$ cat src/rtl/stop_wake_ctrl.sv
module stop_wake_ctrl #(
  parameter int SETTLE_CYCLES = 4064
) (
  input  logic clk,
  input  logic por_n,
  input  logic ext_rst,
  input  logic stop_req,
  input  logic irq_req,
  input  logic irq_mask,
  input  logic nmi_req,
  input  logic nmi_mask,
  input  logic settle_we,
  input  logic settle_wd,
  output logic clk_en,
  output logic stopped,
  output logic core_rst,
  output logic settle_en,
  output logic settle_done,
  output logic svc_irq,
  output logic svc_nmi,
  output logic resume
);

  localparam int CW = $clog2(SETTLE_CYCLES + 1);
  localparam logic [CW-1:0] LAST = CW'(SETTLE_CYCLES - 1);

  typedef enum logic [1:0] {S_RUN, S_STOP, S_SETTLE} st_t;
  typedef enum logic [1:0] {K_RST, K_NMI, K_IRQ, K_RES} kind_t;

  st_t          st;
  kind_t        kind;
  logic [CW-1:0] cnt;

  logic  wake;
  kind_t wk;

  assign wake = nmi_req | (irq_req & ~irq_mask);
  assign wk   = nmi_req ? (nmi_mask ? K_RES : K_NMI) : K_IRQ;

  assign clk_en   = (st == S_RUN);
  assign stopped  = (st == S_STOP);
  assign core_rst = ext_rst | (st == S_SETTLE && kind == K_RST);

  always_ff @(posedge clk or negedge por_n) begin
    if (!por_n) begin
      st          <= S_SETTLE;
      kind        <= K_RST;
      cnt         <= '0;
      settle_en   <= 1'b1;
      settle_done <= 1'b0;
      svc_irq     <= 1'b0;
      svc_nmi     <= 1'b0;
      resume      <= 1'b0;
    end else begin
      settle_done <= 1'b0;
      svc_irq     <= 1'b0;
      svc_nmi     <= 1'b0;
      resume      <= 1'b0;
      case (st)
        S_RUN: begin
          if (ext_rst) settle_en <= 1'b1;
          else begin
            if (settle_we) settle_en <= settle_wd;
            if (stop_req) st <= S_STOP;
          end
        end
        S_STOP: begin
          if (ext_rst) begin
            settle_en <= 1'b1;
            kind      <= K_RST;
            cnt       <= '0;
            st        <= S_SETTLE;
          end else if (wake) begin
            kind <= wk;
            if (settle_en) begin
              cnt <= '0;
              st  <= S_SETTLE;
            end else begin
              st      <= S_RUN;
              svc_nmi <= (wk == K_NMI);
              svc_irq <= (wk == K_IRQ);
              resume  <= (wk == K_RES);
            end
          end
        end
        S_SETTLE: begin
          if (ext_rst) begin
            settle_en <= 1'b1;
            kind      <= K_RST;
            cnt       <= '0;
          end else if (cnt == LAST) begin
            st          <= S_RUN;
            settle_done <= 1'b1;
            svc_nmi     <= (kind == K_NMI);
            svc_irq     <= (kind == K_IRQ);
            resume      <= (kind == K_RES);
          end else begin
            cnt <= cnt + 1'b1;
          end
        end
        default: st <= S_RUN;
      endcase
    end
  end

  a_r1_stop_entry: assert property (@(posedge clk) disable iff (!por_n)
    (st == S_RUN && stop_req && !ext_rst) |=> (stopped && !clk_en));

  a_r2_masked_ignored: assert property (@(posedge clk) disable iff (!por_n)
    (st == S_STOP && !ext_rst && !nmi_req && irq_mask) |=> stopped);

  a_r3_nmi_wakes: assert property (@(posedge clk) disable iff (!por_n)
    (st == S_STOP && nmi_req) |=> !stopped);

  a_r4_nmi_service: assert property (@(posedge clk) disable iff (!por_n)
    (st == S_STOP && !ext_rst && nmi_req && !nmi_mask && !settle_en) |=> svc_nmi);

  a_r5_one_outcome: assert property (@(posedge clk) disable iff (!por_n)
    $onehot0({svc_nmi, svc_irq, resume}));

  a_r6_count_bound: assert property (@(posedge clk) disable iff (!por_n)
    (st == S_SETTLE) |-> (int'(cnt) < SETTLE_CYCLES));

  a_r8_reset_from_stop: assert property (@(posedge clk) disable iff (!por_n)
    (st == S_STOP && ext_rst) |=> (core_rst && settle_en && !clk_en));

  a_r10_warm_no_settle: assert property (@(posedge clk) disable iff (!por_n)
    (st == S_RUN && ext_rst) |=> clk_en);

endmodule

$ cat config.mk
export PLATFORM = sky130hd
export DESIGN_NAME = stop_wake_ctrl
export DESIGN_NICKNAME = d
export VERILOG_FILES = /design/src/rtl/stop_wake_ctrl.sv
export SDC_FILE = /design/constraint.sdc
export NUM_CORES = 1
export LEC_CHECK = 0
export ABC_AREA = 1
export BUFFER_PORTS_ARGS = -buffer_cell sky130_fd_sc_hd__clkbuf_2
export CORE_ASPECT_RATIO = 0.5
export CORE_MARGIN = 4
export CORE_UTILIZATION = 49
export CTS_CLUSTER_DIAMETER = 40
export DETAILED_ROUTE_END_ITERATION = 7
export GPL_TIMING_DRIVEN = 0
export PLACE_DENSITY_LB_ADDON = 0.08
export SYNTH_ARGS = -nofsm -noshare
export SYNTH_HDL_FRONTEND = slang
export SYNTH_SLANG_ARGS = --single-unit
$ cat constraint.sdc
create_clock -name clk -period 2 [get_ports clk]
set_clock_uncertainty 0.1 [all_clocks]
set_input_delay 0.3 -clock clk [delete_from_list [all_inputs] [get_ports clk]]
set_output_delay 0.3 -clock clk [all_outputs]
set_load 0.02 [all_outputs]
== Word level (Yosys, flattened, before mapping) ==
Index checks and enable logic that the tools add are counted.
Operators by class
  add/subtract/negate cells: 1
  multiply operators: 0
  divide/modulo/power cells: 0
  magnitude comparators: 0
  equal/unequal tests: 19
  shifts and indexed selects: 0
  muxes and demuxes: 45
  bitwise gates (word level): 4
  reduce and logical (&&, ||, !) cells: 10
Operator list (number)
  12-bit two-way mux: 5
  2-bit two-way mux: 12
  12-bit one-hot mux with 2 select lines: 1
  1-bit two-way mux: 21
  12-bit by 1-bit adder with 12-bit output, second input constant: 1
  12-bit equality test, second input constant: 1
  2-bit equality test, second input constant: 5
  2-bit inequality test, second input constant: 4
  1-bit one-hot mux with 2 select lines: 4
  2-bit by 1-bit equality test with 1-bit output, second input constant: 3
  3-bit by 2-bit inequality test with 1-bit output, second input constant: 2
  3-bit inequality test, second input constant: 2
  2-bit one-hot mux with 3 select lines: 1
  3-bit AND reduction: 2
  5-bit AND reduction: 1
  2-bit zero test: 2
  2-bit by 1-bit inequality test with 1-bit output, second input constant: 2
  2-bit one-hot mux with 2 select lines: 1
  4-bit AND reduction: 1
  2-bit nonzero test: 2
  1-bit bitwise OR: 2
  2-bit OR reduction: 1
  1-bit AND: 1
  1-bit logical AND: 1
  1-bit inverter: 1
Storage, ports and cells
  flip-flop bits (word level): 21
  latch bits: 0
  RAM bits: 0
  memory bits (read-only): 0
  bits of input ports: 10
  output and inout port bits: 8
  memories: 0

== Longest topological paths before layout ==
Gate-level depths: netlist (run 1).
  word-level depth: 7
  mapped depth: 9
  depth with buffers taken out: 8

== Worst setup path after synthesis (run 1) ==
OpenSTA, ideal clock, no wires.
  path kind: register to output
  start point: register st[1]
  end point: output port core_rst
  arrival time: 1.424 ns
  setup slack: 0.176 ns
  stages on the path, launching flop included: 4
  buffers on the path: 0
  path through: dfstp_2 ha_1 inv_2 o31ai_1
On the way
  word-level cells in the longest chain between the ends: 3
Ends and longest elaborated chain
  start, declared: line 30  | st_t st;
  start signal, assigned: line 46  | st <= S_SETTLE;
  start signal, assigned: line 64  | if (stop_req) st <= S_STOP;
  start signal, assigned: line 72  | st <= S_SETTLE;
  2-bit equality test: line 42  | assign core_rst = ext_rst | (st == S_SETTLE && kind == K_RST);
  1-bit logical AND: line 42
  1-bit bitwise OR: line 42
  end, declared: line 16  | output logic core_rst,
Every way passes these cells.

== Worst setup path in the final report (run 1) ==
Ends and elaborated chain as after synthesis.

==> impl_metrics.tcl, run 1 <==
set metrics [dict create \
    synth_top_area_frac 0.348 \
    crit_buf_inv 2 \
    period_needed_ps 1930 \
    gp_congestion 0.796 \
    crit_cells 4 \
    yosys-top-cells-count "nand2_1, inv_1, dfrtp_1, nor2_1, o21ai_1" \
    final-max-slew-violation-count 0 \
    avgSynthCellArea_um2 7.63 \
    synthCells 179 \
    overflow 0 \
    die_h_um 45.3 \
    rsz0062_at_grt "false" \
    hold_violations 0 \
    place_ws_ps 117 \
    irDropWorstVdd_v 0.000698 \
    die-area_um2 3750 \
    core_um2 2640 \
    start_util 0.519 \
    nNetsFinal 218 \
    max_stage_delay_ps 590 \
    antenna_cells 0 \
    htreeDepth 1 \
    reg2reg_slack_ps 140 \
    cp-start-kind "register" \
    port_buffers 17 \
    grt_max_degree 22 \
    maxCapViolCount 0 \
    drive_gt1_frac 0.204 \
    grt_pass1_vias 1061 \
    worst_slack_ps 73.4 \
    fin_util 0.595 \
    status "finished, final reports clean" \
    syn_to_final_growth_pct 14.7 \
    grt_pass1_wl_mm 4.77 \
    drt-initial-drc-count 67 \
    finalSetupViolCount 0 \
    synth_nets 195 \
    rows 13 \
    crit_arrival_ps 1530 \
    worstSetupStartpoint "st[1]" \
    worstPathRequired_ps 1600 \
    synthesis.area_um2 1370 \
    synth_cell_types 28 \
    wire_per_inst_um 11.5 \
    synth-seq-cells 21 \
    critPathKind "reg2out" \
    viasPerCell 4.97 \
    drc_errors 0 \
    r2r_cells 9 \
    synth-edff-count 0 \
    clock_sinks 21 \
    yosysTopAreaCell "dfrtp_1" \
    drt-pass1-iter-count 4 \
    hpwlAfterDp_mm 2.07 \
    cp-endpoint "core_rst" \
    critPathMaxFanout 7 \
    holdCritPathClass "in2reg" \
    reg2reg_to "cnt[10]" \
    post_cts.repair.setup_buffers 0 \
    clk_pin_slew_worst_paths_ps 70 \
    worst_pin_slew_ps 544 \
    root_buffer "clkbuf_8" \
    r2r_start "st[1]" \
    crit_chain "ha_4, inv_2, o31ai_1, buf_4" \
    io_pins 18 \
    clock.fmax_ghz 0.519 \
    synth.area.top_cells "dfrtp_1, nand2_1, inv_1" \
    final_antenna_net_count 0 \
    setup_tns_ps 0 \
    clk_path_buf_depth 2 \
    synth_ff_type "dfrtp_1" \
    cp-end-kind "output port" \
    die_w_um 82.7 \
    clock_latency_ps 260 \
    maxSlewHeadroom 0.638 \
    numCtsBuffers 3 \
    cts_tree "yes" \
    powerDensity_nw_per_um2 1040 \
    grt_use_total 0.173 \
    wl_mm 2.74 \
    critPathSlowestCell "dfstp_2" \
    crit_family "flip-flops" \
    synth_most_common_cell "nand2_1" \
    post-route-period-util 0.963 \
    async_reset_ff_frac 1.00 \
    antenna_found_initial 0 \
    via_count 1184 \
    p_leak_nw 0.719 \
    ys_seq_area_frac 0.386 \
    yosysWarnings 0 \
]
worst reg2reg max path: cells and delay by family, from the launching register on:
family / cells / cell delay, ps
and+or+nand+nor: 5 / 480
adders and majority gates: 1 / 280
AOI/OAI and AO/OA: 1 / 60
DFF: 1 / 590
buffers and inverters: 2 / 240
cell usage in the layout, fill, tap and decap left out, drive strengths merged, types with 4 or more instances in the layout:
cell / Yosys / final
ha: 6 / 6
inv: 24 / 24
clkbuf: 0 / 20
o21ai: 17 / 17
nand3: 12 / 12
nand4: 8 / 8
nor2: 20 / 20
nand2: 56 / 56
xor2: 4 / 4
dfrtp: 19 / 19
a21oi: 5 / 5
final cells by class:
class / instances / area (µm²)
Fill cell: 259 / 1070
Multi-Input combinational cell: 133 / 747
Sequential cell: 21 / 528
Timing Repair Buffer: 18 / 97.6
Inverter: 24 / 92.6
Tap cell: 37 / 46.3
Clock buffer: 4 / 45.0
Buffer: 1 / 11.3
layer usage:
metal | vias to the layer above | track usage | part of all wire
met4 | 0 | 0.0391 | 0.0033
met1 | 541 | 0.239 | 0.52
met3 | 2 | 0.0538 | 0.046
li1 | 621 | - | -
met2 | 20 | 0.268 | 0.43
met5 | - | 0 | 0
timing repair:
action                                 in CTS  in global routing
gates resized for setup                     3                  2
hold buffers                                1                  0
setup endpoints to repair                   1                  1
endpoints found under the hold margin      19                  0
power by group:
group / internal (mW) / switching (mW)
sequential: 0.495 / 0.0637
clock: 0.142 / 0.140
combinational: 0.289 / 0.508
total: 0.926 / 0.711
cell families after synthesis:
kind of cell    share of synthesized area
compound gates                      0.103
xor+xnor                           0.0256
fa+ha+maj                          0.0549
buf+inv                            0.0760
flops                               0.386
simple gates                        0.354
state kept, by name (all words and copies together), names as in the netlist:
name         cells
cnt             12
kind             2
resume           1
settle_done      1
settle_en        1
st               2
svc_irq          1
svc_nmi          1
worst min-delay path by stage:
| stage | cells past startpoint | end | slack, ps | from |
|---|---|---|---|---|
| detailed placement | 1 | cnt[0] | 220 | por_n |
| global route | 3 | settle_en | 190 | settle_wd |
| CTS | 3 | settle_en | 170 | settle_wd |
| global placement | 1 | cnt[1] | 200 | por_n |
| finish | 3 | settle_en | 170 | settle_wd |
| floorplan | 0 | cnt[0] | -100 | por_n |
stage by stage:
step	cells	power (mW)	instance area [µm²]	hold WS, ps
floorplan	179	1.17	1370	-95.6
global placement	233	1.34	1500	203
detailed placement	233	1.35	1500	217
CTS	238	1.66	1570	168
global route	238	1.79	1570	190
finish	238	1.64	1570	172
No activity file was read; power rests on OpenSTA's default activity.
==> run 2, diff against run 1 <==
--- a/config.mk
+++ b/config.mk
@@ -8,7 +8,7 @@
 export ABC_AREA = 1
 export BUFFER_PORTS_ARGS = -buffer_cell sky130_fd_sc_hd__clkbuf_2
 export CORE_ASPECT_RATIO = 0.5
-export CORE_MARGIN = 4
+export CORE_MARGIN = 2
 export CORE_UTILIZATION = 49
 export CTS_CLUSTER_DIAMETER = 40
 export DETAILED_ROUTE_END_ITERATION = 7
==> run 2 against run 1 <==
  * Via count grew 1.0%
  * Wire length rose by 2.0%
  * Total power up 0.98%
  * Cell count did not move
  * Combinational power increased by 0.5%
  * Final area increased by 0.32%
  * Sequential power grew 1%
  * Largest cell class unchanged
==> impl_metrics.tcl, run 2 (synthesized netlist as in run 1, its figures left out) <==
set metrics [dict create \
    post_cts.repair.setup_buffers 0 \
    fin_cells 238 \
    status "finished, final reports clean" \
    via_count 1196 \
    holdCritPathClass "in2reg" \
    top_register "cnt" \
    finalSetupViolCount 0 \
    final_common_cell "nand2_1" \
    rows 13 \
    final-max-slew-violation-count 0 \
    die_w_um 78.7 \
    worstHoldEndpoint "settle_en" \
    htreeDepth 1 \
    hold_start "settle_wd" \
    drc_errors 0 \
    cts_tree "yes" \
    grt_max_degree 22 \
    port_buffers 17 \
    largest_reg_flops 12 \
    die-area_um2 3250 \
    worst_slack_ps 113 \
    grt_pass1_wl_mm 4.67 \
    powerDensity_nw_per_um2 1050 \
    cp-start-kind "register" \
    gp_congestion 0.837 \
    finalPower_mw 1.65 \
    cp-end-kind "output port" \
    start_util 0.522 \
    final_antenna_net_count 0 \
    r2r_cells 9 \
    critPathMaxFanout 7 \
    place_ws_ps 134 \
    reg2reg_to "cnt[7]" \
    final_cell_mix "nand2_1, inv_1, dfrtp_1, clkbuf_2, nor2_1" \
    nNetsFinal 218 \
    grt_use_total 0.199 \
    antenna_cells 0 \
    reg2reg_slack_ps 170 \
    die_h_um 41.3 \
    irDropWorstVdd_v 0.000794 \
    hold_depth 3 \
    clk_pin_slew_worst_paths_ps 70 \
    core_um2 2620 \
    rsz0062_at_grt "false" \
    clk_path_buf_depth 2 \
    r2r_start "st[1]" \
    period_needed_ps 1890 \
    antenna_found_initial 0 \
    drt-pass1-iter-count 4 \
    clock_sinks 21 \
    syn_to_final_growth_pct 15.1 \
    wire_per_inst_um 11.7 \
    p_leak_nw 0.721 \
    placed_cells 233 \
    io_pins 18 \
    hold_violations 0 \
    overflow 0 \
    drt-initial-drc-count 69 \
    clock_latency_ps 260 \
    crit_arrival_ps 1490 \
    worstPathRequired_ps 1600 \
    viasPerCell 5.03 \
    worst_pin_slew_ps 547 \
    drive_gt1_frac 0.209 \
    numCtsBuffers 3 \
    post-route-period-util 0.943 \
    wl_mm 2.79 \
    maxCapViolCount 0 \
    root_buffer "clkbuf_8" \
    setup_tns_ps 0 \
    clock.fmax_ghz 0.530 \
    largestRegisters "cnt: 12 flops, kind: 2 flops, st: 2 flops" \
    hpwlAfterDp_mm 2.12 \
    grt_pass1_vias 1054 \
    critPathKind "reg2out" \
    maxSlewHeadroom 0.635 \
]
## run 2: cell count changes in the layout (fill, tap and decap cells not counted)
cell | before | now
o31ai_1 | 2 | 1
o31ai_2 | 0 | 1
## run 2: critical path, cell delays in order (launching register included)
cell     delay (ps)
dfstp_2         580
ha_4            180
inv_2            70
o31ai_2         200
buf_4           180
## run 2: what timing repair did
item | 4_1_cts | 5_1_grt
hold buffers | 1 | 0
endpoints found under the hold margin | 19 | 0
gates resized for setup | 4 | 2
endpoints found under the setup margin | 1 | 1
## run 2: through the flow
stage	utilization	hold slack, ps	area [µm²]
after floorplan	-	-95.6	1370
after CTS	0.599	177	1570
after detailed placement	0.572	211	1500
after global routing	0.601	194	1570
final	0.601	175	1570
after global placement	0.572	208	1500
## run 2: final cells by class
class                      count  area, µm²
buffer                         1       11.3
inverter                      24       92.6
tap                           37       46.3
clock buffer                   4       45.0
timing repair buffer          18       97.6
sequential                    21        528
multi-input combinational    133        752
fill                         247       1050
## run 2: worst max path at each step
stage / depth (start not counted) / to / from
floorplan: 3 / core_rst / st[1]
global placement: 8 / cnt[6] / st[1]
detailed placement: 8 / cnt[1] / st[1]
CTS: 4 / core_rst / st[1]
global route: 7 / cnt[1] / st[1]
finish: 4 / core_rst / st[1]
## run 2: report_power, final
| group | switching, mW | internal [mW] |
|---|---|---|
| Clock | 0.144 | 0.142 |
| Sequential | 0.0714 | 0.495 |
| Combinational | 0.512 | 0.289 |
## run 2: layer usage
| layer | vias to the layer above | wire length (µm) | GRT usage |
|---|---|---|---|
| li1 | 623 | - | - |
| met1 | 541 | 1460 | 0.259 |
| met2 | 28 | 1180 | 0.346 |
| met3 | 4 | 129 | 0.0517 |
| met4 | 0 | 23 | 0.0526 |
| met5 | - | 0 | 0 |
==> run 3, diff against run 2 <==
--- a/config.mk
+++ b/config.mk
@@ -13,6 +13,7 @@
 export CTS_CLUSTER_DIAMETER = 40
 export DETAILED_ROUTE_END_ITERATION = 7
 export GPL_TIMING_DRIVEN = 0
+export MAX_ROUTING_LAYER = met4
 export PLACE_DENSITY_LB_ADDON = 0.08
 export SYNTH_ARGS = -nofsm -noshare
 export SYNTH_HDL_FRONTEND = slang
==> constraint.sdc (replaced) <==
create_clock -name clk -period 2.2 [get_ports clk]
set_clock_uncertainty 0.1 [all_clocks]
set_input_delay 0.33 -clock clk [delete_from_list [all_inputs] [get_ports clk]]
set_output_delay 0.33 -clock clk [all_outputs]
set_load 0.02 [all_outputs]
==> run 3 against run 2 <==
  * Critical path depth increased by 1
  * Count of clock-buffer cells in the layout unchanged
  * Critical path type unchanged
  * Flip-flop and latch count unchanged
  * Core utilization decreased by 0.67 points
  * Total power decreased by 10%
  * Worst setup slack improved by 9.8 ps
==> impl_metrics.tcl, run 3 (synthesized netlist as in run 1, its figures left out) <==
set metrics [dict create \
    maxCapViolCount 0 \
    status "finished, final reports clean" \
    clk_path_buf_depth 2 \
    wire_per_inst_um 11.7 \
    cts_tree "yes" \
    grt_pass1_vias 1058 \
    cp-start-kind "register" \
    die_w_um 78.7 \
    hold_violations 0 \
    grt_use_total 0.206 \
    rows 13 \
    maxSlewHeadroom 0.637 \
    clk_pin_slew_worst_paths_ps 80 \
    placed_cells 233 \
    core_um2 2620 \
    final-max-slew-violation-count 0 \
    root_buffer "clkbuf_8" \
    largest_reg_flops 12 \
    period_needed_ps 2080 \
    critPathKind "reg2out" \
    numCtsBuffers 3 \
    irDropWorstVdd_v 0.000720 \
    top_register "cnt" \
    cp-end-kind "output port" \
    powerDensity_nw_per_um2 953 \
    rsz0062_at_grt "false" \
    antenna_cells 0 \
    drt-initial-drc-count 75 \
    final_cell_mix "nand2_1, inv_1, dfrtp_1, clkbuf_2, nor2_1" \
    nNetsFinal 218 \
    final_antenna_net_count 0 \
    via_count 1186 \
    overflow 0 \
    drive_gt1_frac 0.199 \
    drt-pass1-iter-count 4 \
    fin_cells 238 \
    clock_sinks 21 \
    wl_mm 2.77 \
    viasPerCell 4.98 \
    syn_to_final_growth_pct 13.8 \
    port_buffers 17 \
    crit_arrival_ps 1650 \
    p_leak_nw 0.718 \
    clock.fmax_ghz 0.481 \
    die-area_um2 3250 \
    final_common_cell "nand2_1" \
    start_util 0.522 \
    die_h_um 41.3 \
    finalSetupViolCount 0 \
    critPathMaxFanout 7 \
    setup_tns_ps 0 \
    holdCritPathClass "in2reg" \
    hpwlAfterDp_mm 2.12 \
    drc_errors 0 \
    worstPathRequired_ps 1770 \
    htreeDepth 1 \
    clock_latency_ps 260 \
    grt_pass1_wl_mm 4.68 \
    antenna_found_initial 0 \
    finalPower_mw 1.48 \
    post-route-period-util 0.944 \
    grt_max_degree 22 \
    io_pins 18 \
    gp_congestion 0.850 \
    worst_pin_slew_ps 544 \
    largestRegisters "cnt: 12 flops, kind: 2 flops, st: 2 flops" \
]
-- run 3: per-stage QoR --
stage / util / setup WS, ps / hold WS, ps / area [µm²]
final: 0.594 / 123 / 206 / 1560
after global routing: 0.594 / 11.6 / 224 / 1560
after CTS: 0.593 / 27.5 / 207 / 1550
after detailed placement: 0.572 / 334 / 241 / 1500
after global placement: 0.572 / 351 / 238 / 1500
after floorplan: - / 346 / -65.6 / 1370
-- run 3: area by class of cell --
cell class	count	area, µm²
Fill cell	249	1060
Multi-Input combinational cell	133	737
Sequential cell	21	528
Timing Repair Buffer	18	95.1
Inverter	24	92.6
Tap cell	37	46.3
Clock buffer	4	45.0
Buffer	1	11.3
-- run 3: timing repair --
item	4_1_cts	5_1_grt
setup buffers	0	0
endpoints found under the hold margin	19	0
gates resized for setup	0	1
hold buffers	1	0
setup endpoints to repair	0	1
-- run 3: worst paths after layout --
| check | cells past startpoint | from | to | slack, ps |
|---|---|---|---|---|
| max | 5 | st[0] | core_rst | 120 |
| min | 3 | settle_wd | settle_en | 210 |
| max reg2reg | 9 | st[1] | cnt[11] | 400 |
| min reg2reg | 2 | st[1] | st[1] | 400 |
| max in group asynchronous | 2 | por_n | settle_en | 1160 |
| min in group asynchronous | 2 | por_n | cnt[0] | 470 |
-- run 3: power breakdown --
| part | total [mW] | internal, mW | switching [mW] |
|---|---|---|---|
| registers | 0.507 | 0.450 | 0.0571 |
| clock network | 0.260 | 0.129 | 0.131 |
| logic | 0.715 | 0.254 | 0.460 |
-- run 3: critical path, cell delays in order, from the launching register on --
cell and delay (ps):
dfrtp_1 430, inv_1 130, ha_2 270, inv_2 90
o31ai_1 240, clkbuf_2 220
-- run 3: layer usage --
layer / wire, µm / global-route usage / vias to the layer above
met5: 0 / - / -
met4: 25 / 0.0526 / 0
met1: 1420 / 0.260 / 537
met2: 1190 / 0.346 / 23
li1: - / - / 621
met3: 132 / 0.0517 / 5
